===== src/rtl/crc4c_pkg.sv =====
package crc4c_pkg;
   localparam int DATA_W     = 8;
   localparam int ADDR_W_MAX = 10;
   localparam int CRC_W      = 4;
   localparam int NUM_KINDS  = 3;
   localparam int MSG_W      = DATA_W + ADDR_W_MAX + 1;
   localparam int LEN_W      = $clog2(MSG_W + 1);
   localparam int FRAME_W    = CRC_W + MSG_W;
   localparam int FLEN_W     = $clog2(FRAME_W + 1);
   localparam int AW_W       = $clog2(ADDR_W_MAX + 1);

   localparam logic [7:0] KIND_CODE [NUM_KINDS] = '{8'h0D, 8'h1D, 8'h3D};
   localparam int         KIND_AW   [NUM_KINDS] = '{5, 8, 10};

   typedef struct packed {
      logic            ok;
      logic [AW_W-1:0] aw;
   } kind_t;
endpackage


===== src/rtl/crc4c_serial.sv =====
module crc4c_serial
   import crc4c_pkg::*;
#(
   parameter logic [CRC_W-1:0] POLY    = 4'hC,
   parameter logic [CRC_W-1:0] INIT    = 4'h5,
   parameter bit               REFLECT = 1'b1
)(
   input  logic             clk,
   input  logic             rst_n,
   input  logic             load,
   input  logic [MSG_W-1:0] msg,
   input  logic [LEN_W-1:0] len,
   output logic [CRC_W-1:0] crc,
   output logic             busy,
   output logic             last_bit
);
   logic [MSG_W-1:0] sh_q;
   logic [LEN_W-1:0] rem_q;
   logic [CRC_W-1:0] nxt;

   generate
      if (REFLECT) begin : g_right
         always_comb begin
            nxt = crc >> 1;
            if (crc[0] ^ sh_q[0]) nxt = nxt ^ POLY;
         end
      end else begin : g_left
         always_comb begin
            nxt = crc << 1;
            if (crc[CRC_W-1] ^ sh_q[0]) nxt = nxt ^ POLY;
         end
      end
   endgenerate

   assign last_bit = busy && (rem_q == LEN_W'(1));

   always_ff @(posedge clk or negedge rst_n) begin
      if (!rst_n) begin
         crc   <= INIT;
         sh_q  <= '0;
         rem_q <= '0;
         busy  <= 1'b0;
      end else if (load) begin
         crc   <= INIT;
         sh_q  <= msg;
         rem_q <= len;
         busy  <= (len != '0);
      end else if (busy) begin
         crc   <= nxt;
         sh_q  <= sh_q >> 1;
         rem_q <= rem_q - LEN_W'(1);
         if (last_bit) busy <= 1'b0;
      end
   end


   rem_bound_chk: assert property (@(posedge clk) disable iff (!rst_n)
      busy |-> (rem_q != '0));

   busy_end_chk: assert property (@(posedge clk) disable iff (!rst_n)
      (last_bit && !load) |=> !busy);

   crc_hold_chk: assert property (@(posedge clk) disable iff (!rst_n)
      (!busy && !load) |=> $stable(crc));
endmodule


===== config.mk =====
export PLATFORM = sky130hd
export DESIGN_NAME = crc4c_serial
export DESIGN_NICKNAME = d
export VERILOG_FILES = /design/src/rtl/crc4c_pkg.sv /design/src/rtl/crc4c_serial.sv
export SDC_FILE = /design/constraint.sdc
export NUM_CORES = 1
export LEC_CHECK = 0
export ABC_AREA = 1
export ABC_CLOCK_PERIOD_IN_PS = 1070
export BUFFER_PORTS_ARGS = -buffer_cell sky130_fd_sc_hd__buf_2
export CAP_MARGIN = 40
export CORE_MARGIN = 2
export CORE_UTILIZATION = 40
export DETAILED_ROUTE_END_ITERATION = 6
export GPL_ROUTABILITY_DRIVEN = 0
export GPL_TIMING_DRIVEN = 0
export PLACE_DENSITY = 0.75
export SLEW_MARGIN = 20
export SYNTH_ARGS = -nofsm -noshare
export SYNTH_HDL_FRONTEND = slang
export SYNTH_SLANG_ARGS = --single-unit

===== constraint.sdc =====
create_clock -name clk -period 1.07 [get_ports clk]
set_input_delay 0.214 -clock clk [delete_from_list [all_inputs] [get_ports clk]]
set_output_delay 0.214 -clock clk [all_outputs]
set_load 0.01 [all_outputs]

Word-level counts from Yosys, hierarchy flattened
Cells that the tools add are included.
W data, S select, Z words.

operators by class
  bitwise logic cells = 2
  multiplexer cells = 10
  $add $sub $neg = 1
  equality and inequality tests = 1
  reduce and logical (&&, ||, !) cells = 3

operator list
  cell                   count
  $mux W19               2
  $mux W4                3
  $mux W5                2
  $eq A5 B1 Y1 const B   1
  $reduce_bool A5 Y1     1
  $sub A5 B1 Y5 const B  1
  $mux W1                3
  $not A1 Y2             1
  $reduce_bool A2 Y1     1
  $logic_and A1 B1 Y1    1
  $xor A1 B1 Y1          1

storage, ports and cells
  register bits after elaboration = 29
  logic and storage cells = 21
  input bits = 27

Logic depth before layout (Yosys ltp)
Gate-level depths: netlist of run 1.

  depth in word-level cells = 5
  depth in mapped cells = 7
  gate-level depth less buffers = 6

Least setup slack after synthesis of run 1
OpenSTA, ideal clock, no wires.

  path kind = reg-to-reg
  start point = register busy
  end point = register rem_q[0]
  arrival = 981 ps
  path buffers = 2
  slack = -30 ps
  cell stages (with the launch flop) = 7
  cell sequence = dfrtp_1 > buf_4 > nor2_4 > buf_6 > inv_8 > nor2_1 > nor2_1

between the ends
  longest elaborated chain between the ends = 1

RTL lines
  element                              line                source
  start: declaration                   crc4c_serial.sv:14  output logic busy,
  start signal: assignment             crc4c_serial.sv:47  busy <= (len != '0);
  $reduce_bool A2 Y1 (no source line)  -
  end signal: assignment               crc4c_serial.sv:46  rem_q <= len;
  end signal: assignment               crc4c_serial.sv:51  rem_q <= rem_q - LEN_W'(1);
  end: declaration                     crc4c_serial.sv:18  logic [LEN_W-1:0] rem_q;

Every way passes these cells.
A chain may end at the register's enable or synchronous reset.

Worst setup path after layout of run 1
  start point = register rem_q[1]
  end point = output port last_bit

between the ends
  longest elaborated chain between the ends = 2

RTL lines
  element              line                source
  $eq A5 B1 Y1         crc4c_serial.sv:35  assign last_bit = busy && (rem_q == LEN_W'(1));
  $logic_and A1 B1 Y1  crc4c_serial.sv:35
  end: declaration     crc4c_serial.sv:15  output logic last_bit

Every way passes these cells.

==> results of run 1 <==
## critical path, delay by kind of cell, from the launching register on
family | cells | cell delay [ps]
buf+inv | 2 | 220
simple gates | 2 | 190
fa+ha+maj | 1 | 130
flops | 1 | 390
## power by group
group / leakage [nW] / internal [mW] / switching, mW
registers: 0.348 / 1.24 / 0.102
logic: 0.683 / 0.396 / 0.425
clock network: 0.0450 / 0.449 / 0.395
total: 1.08 / 2.09 / 0.922
## registers in the layout, summed over array words and instances, names as in the netlist
| name | flops |
|---|---|
| sh_q | 19 |
| rem_q | 5 |
| crc | 4 |
| busy | 1 |
## final cells by class
| cell class | instances | area, um2 |
|---|---|---|
| Sequential cell | 29 | 728 |
| Buffer | 7 | 73.8 |
| Inverter | 16 | 87.6 |
| Multi-Input combinational cell | 116 | 752 |
| Fill cell | 285 | 1460 |
| Clock inverter | 2 | 10.0 |
| Tap cell | 48 | 60.1 |
| Clock buffer | 6 | 72.6 |
| Timing Repair Buffer | 49 | 367 |
## worst paths after layout
kind                               start        to  slack [ps]  cells past startpoint
worst min register to register   sh_q[1]   sh_q[1]         490                      2
worst min-delay path             msg[18]  sh_q[18]         140                      3
min in group asynchronous          rst_n  rem_q[2]         490                      2
worst max register to register      busy   sh_q[5]        -220                      7
worst max-delay path            rem_q[1]  last_bit        -350                      5
max in group asynchronous          rst_n   sh_q[5]         160                      2
## per-layer routing
| layer | track usage, % | routed length [um] | up-vias |
|---|---|---|---|
| met1 | 21.0 | 1570 | 648 |
| met5 | 0 | 0 | - |
| met4 | 9.57 | 106 | 0 |
| met3 | 4.51 | 144 | 10 |
| met2 | 26.7 | 1800 | 37 |
| li1 | - | - | 659 |
## through the flow
| step | utilization, % | cell area [um2] | std cells | setup slack (ps) | TNS (ps) |
|---|---|---|---|---|---|
| 6_report | 59.6 | 2150 | 273 | -351 | -4270 |
| 5_1_grt | 59.6 | 2150 | 273 | -420 | -5820 |
| 4_1_cts | 51.8 | 1870 | 261 | -361 | -786 |
| 3_5_place_dp | 46.8 | 1690 | 247 | -93.1 | -152 |
| 3_3_place_gp | 46.8 | 1690 | 247 | -87.6 | -110 |
| 2_1_floorplan | - | 1470 | 168 | -4.03 | -4.03 |
## cells by family after synthesis
group           Yosys count  synth area share [%]
compound gates           23                  12.6
xor+xnor                  1                 0.596
fa+ha+maj                 2                  1.70
buf+inv                  23                  9.28
flops                    29                  49.6
simple gates             90                  26.2
## layout by cell type, fill, tap and decap left out, drive strengths merged
cell type    instances
nand2               60
buf                 53
dfrtp               27
nand3               19
inv                 16
nor2                11
clkbuf               8
o211ai               6
o21ai                5
a21oi                4
a22oi                4
o22ai                4
clkinv               2
dfstp                2
ha                   2
xnor2                1
dlygate4sd3          1
## repair_timing
item,CTS,global route
pin swaps,1,20
hold buffers,1,0
endpoints found under the setup margin,15,30
hold endpoints to repair,27,0
buffers inserted,4,10
resized for setup,7,53
cloned,1,2
==> run_results.csv, run 1 <==
group,metric,value,unit
sta,rsz0062_at_grt,"true",
logic_synthesis,synthCells,168,
finish,nets,253,
worst_setup_path,arrival,1210,ps
global_routing,grt_pass1_vias,1194,
flow_run,maxCapViolCount,0,
sta,drv_slew,0,
floorplan,core_area,3610,um2
finish,drive_gt1_share,50.2,%
global_routing,grt_max_degree,30,
logic_synthesis,async_reset_ff_share,100,%
logic_synthesis,synth_flop_cell,"dfrtp_1",
place,port_buffers,31,
sta,min_period,1420,ps
floorplan,initial_utilization,40.7,%
logic_synthesis,synth_area_per_cell,8.74,um2
clock_tree,clk-insertion-delay-late,280,ps
power_and_ir_drop,p_leak,1.08,nW
floorplan,rows,22,
sta,setup_violations,30,
logic_synthesis,synth.area.top_cells,"dfrtp_1 (46%), nand2_1 (15%), nand3_1 (6.5%)",
clock_tree,cts-root-buf,"clkbuf_8",
worst_setup_path,cp.required,860,ps
sta,setup_slack,-351,ps
global_routing,grt_pass1_wl,5260,um
routing,drt_wl_total,3620,um
sta,period_share,133,%
worst_setup_path,startpoint_type,"flip-flop",
logic_synthesis,ys_seq_area_share,49.6,%
finish,antenna_cells,0,
floorplan,die_area,4170,um2
sta,whs,135,ps
worst_setup_path,path_cells,"inv_2 > ha_4 > nand3_2 > nor2_2 > buf_2",
routing,viasPerCell,4.96,
worst_setup_path,cpPeakStageDelay,390,ps
clock_tree,htreeDepth,2,
worst_setup_path,crit_type,"flip-flop to output pin",
clock_tree,cts.sinks,29,
run_status,violations,"setup timing",
routing,drt_first_pass_iters,4,
logic_synthesis,synth_edf_count,0,
clock_tree,numCtsBuffers,5,
clock_tree,ctsLongestPathBuffers,2,
global_routing,gr-usage-all-layers,16.9,%
routing,vias,1354,
finish,synthToLayoutAreaGrowth,46.4,%
worst_setup_path,critPathCaptureType,"output pin",
routing,drc,0,
worst_hold_path,hp-class,"input pin to flip-flop",
sta,relSlewSlack,57.1,%
logic_synthesis,syn-num-nets,197,
logic_synthesis,synth.distinct_cells,25,
routing,drt_iter0_drc,53,
power_and_ir_drop,powerDensity,1400,nW/um2
logic_synthesis,synth_area,1470,um2
logic_synthesis,yosysWarnings,0,
routing,ant_nets,0,
worst_setup_path,cp_slowest_cell,"dfrtp_1",
sta,finalHoldViolations,0,
logic_synthesis,ys_seq_elements,29,
global_routing,antenna_found_initial,0,
logic_synthesis,yosysMostFrequentCell,"nand2_1",
floorplan,die_x,64.6,um
run_status,status,"complete, but fails checks",
sta,fmax,704,MHz
clock_tree,cts_tree,"built",
clock_tree,path_clk_slew,60,ps
sta,tightestPinTransition,644,ps
routing,post_drt_wl_per_cell,13.3,um
place,dp_hpwl,2080,um
power_and_ir_drop,peakVddDrop,0.000974,V
worst_setup_path,cp_max_fo,2,
logic_synthesis,synth_top_cell_area_share,46.0,%
global_routing,grt_overflow,0,
floorplan,num_io_pins,33,
sta,fin_skew,4.11,ps
power_and_ir_drop,p_total,3.01,mW
logic_synthesis,yosysTopAreaCell,"dfrtp_1",
logic_synthesis,synthTopCellsByCount,"nand2_1 (59), dfrtp_1 (27), nand3_1 (19)",
floorplan,fp.dieH,64.6,um
Note: power is estimated with default switching activity, not from simulation.
==> inputs of run 2 (changes only) <==
- SETUP_SLACK_MARGIN: default -> 0.02
==> run 2 against run 1 <==
The run still ends with setup timing left. Clock power about the same. Sequential share of layout area shrank 0.16 points. Clock-buffer cell count is the same. Critical path type unchanged. Largest cell class unchanged.
==> run_results.csv, run 2 (synthesized netlist as in run 1, its figures left out) <==
group,metric,value,unit
sta,relSlewSlack,72.8,%
finish,synthToLayoutAreaGrowth,47.1,%
finish,drive_gt1_share,50.4,%
worst_setup_path,cp_max_fo,2,
power_and_ir_drop,intPower,2.09,mW
sta,fmax,703,MHz
sta,period_share,133,%
flow_run,maxCapViolCount,0,
routing,drt_iter0_drc,40,
finish,antenna_cells,0,
sta,rsz0062_at_grt,"true",
worst_hold_path,worstHoldStart,"msg[18]",
worst_setup_path,crit_type,"flip-flop to output pin",
worst_hold_path,hp-class,"input pin to flip-flop",
floorplan,die_x,64.6,um
run_status,violations,"setup timing",
worst_setup_path,arrival,1210,ps
worst_setup_path,critPathCaptureType,"output pin",
run_status,status,"complete, but fails checks",
clock_tree,cts-root-buf,"clkbuf_8",
worst_setup_path,startpoint_type,"flip-flop",
floorplan,core_area,3610,um2
finish,nets,254,
global_routing,antenna_found_initial,0,
power_and_ir_drop,clockPowerShare,28.0,%
finish,biggestRegsByFlops,"sh_q: 19 flops, rem_q: 5 flops, crc: 4 flops",
routing,vias,1358,
worst_setup_path,cp.required,860,ps
place,dp_slack,-93.1,ps
routing,viasPerCell,4.96,
sta,finalHoldViolations,0,
sta,min_period,1420,ps
clock_tree,htreeDepth,2,
clock_tree,clk-insertion-delay-late,280,ps
power_and_ir_drop,powerDensity,1400,nW/um2
sta,setup_slack,-353,ps
finish,final_core_util,59.9,%
power_and_ir_drop,power_frac_seq,44.4,%
clock_tree,cts_tree,"built",
global_routing,gr-usage-all-layers,16.9,%
finish,top_register,"sh_q",
place,dp_hpwl,2080,um
routing,drc,0,
clock_tree,path_clk_slew,60,ps
power_and_ir_drop,p_sw,0.925,mW
routing,ant_nets,0,
power_and_ir_drop,swShare,30.7,%
floorplan,initial_utilization,40.7,%
power_and_ir_drop,combPwrFrac,27.6,%
clock_tree,ctsLongestPathBuffers,2,
global_routing,grt_overflow,0,
floorplan,rows,22,
routing,drt_first_pass_iters,4,
place,dpl_cell_area,1690,um2
global_routing,grt_pass1_vias,1194,
power_and_ir_drop,p_leak,1.08,nW
clock_tree,cts.sinks,29,
worst_setup_path,r2r_start,"busy",
power_and_ir_drop,peakVddDrop,0.000975,V
sta,tns,-4230,ps
floorplan,die_area,4170,um2
finish,final_cell_mix,"nand2_1 (43), buf_2 (30), dfrtp_1 (27)",
finish,multi_input_area,752,um2
finish,n_fill_cell,284,
sta,fin_skew,4.15,ps
finish,fin_area,2160,um2
routing,post_drt_wl_per_cell,13.3,um
place,port_buffers,31,
floorplan,num_io_pins,33,
finish,layout_commonest_cell,"nand2_1",
finish,largest_register_ffs,19,
sta,drv_slew,0,
floorplan,fp.dieH,64.6,um
global_routing,grt_max_degree,30,
sta,tightestPinTransition,409,ps
clock_tree,numCtsBuffers,5,
sta,setup_violations,30,
routing,drt_wl_total,3650,um
global_routing,grt_pass1_wl,5260,um
finish,seqCellArea,728,um2
worst_setup_path,crit_start,"rem_q[1]",
==> run 2: cell count changes in the layout (fill, tap and decap cells not counted) <==
cell      change
clkbuf_4      +1
buf_4         +1
buf_2         -1
==> run 2: final timing paths <==
| kind | to | slack [ps] | cells past startpoint |
|---|---|---|---|
| max | last_bit | -350 | 5 |
| min in group asynchronous | rem_q[2] | 420 | 2 |
| max in group asynchronous | crc[2] | 320 | 2 |
| max reg2reg | sh_q[5] | -210 | 7 |
| min | sh_q[18] | 140 | 3 |
| min reg2reg | sh_q[1] | 490 | 2 |
==> run 2: timing repair <==
item                                   in CTS  in global routing
pin swaps                                   1                 20
endpoints found under the hold margin      27                  0
hold buffers                                1                  0
gates cloned                                1                  2
setup endpoints to repair                  20                 50
buffers inserted                            4                 11
resized for setup                           7                 54
==> run 2: metal layers <==
metal | vias up | global-route usage, % | share of wire [%]
met5 | - | 0 | 0
met2 | 39 | 26.3 | 49
met4 | 0 | 9.57 | 2.9
met1 | 651 | 21.4 | 44
li1 | 658 | - | -
met3 | 10 | 4.51 | 4.0
==> run 2: cell type report <==
cell class / instances / area share, %
Inverter: 16 / 4.05
Multi-Input combinational cell: 116 / 34.8
Tap cell: 48 / 2.78
Clock inverter: 2 / 0.463
Sequential cell: 29 / 33.7
Clock buffer: 6 / 3.36
Buffer: 7 / 3.42
Timing Repair Buffer: 50 / 17.4
==> run 2: power groups by stage <==
| stage | sequential, mW | combinational [mW] | clock (mW) |
|---|---|---|---|
| floorplan | 1.34 | 0.365 | 0 |
| global placement | 1.34 | 0.530 | 0 |
| detailed placement | 1.34 | 0.541 | 0 |
| CTS | 1.32 | 0.629 | 0.867 |
| global route | 1.36 | 0.911 | 0.911 |
| finish | 1.34 | 0.832 | 0.845 |
==> run 2: metrics by stage <==
| stage | power, mW | std cells | hold WS, ps |
|---|---|---|---|
| floorplan | 1.70 | 168 | -81.6 |
| global placement | 1.87 | 247 | 278 |
| detailed placement | 1.88 | 247 | 274 |
| CTS | 2.82 | 261 | 129 |
| global route | 3.18 | 274 | 138 |
| finish | 3.02 | 274 | 135 |
==> run 2: critical path, cell delays in order (launching register included) <==
cell	delay, ps
dfrtp_1	390
inv_2	90
ha_4	130
nand3_2	80
nor2_2	110
buf_2	130
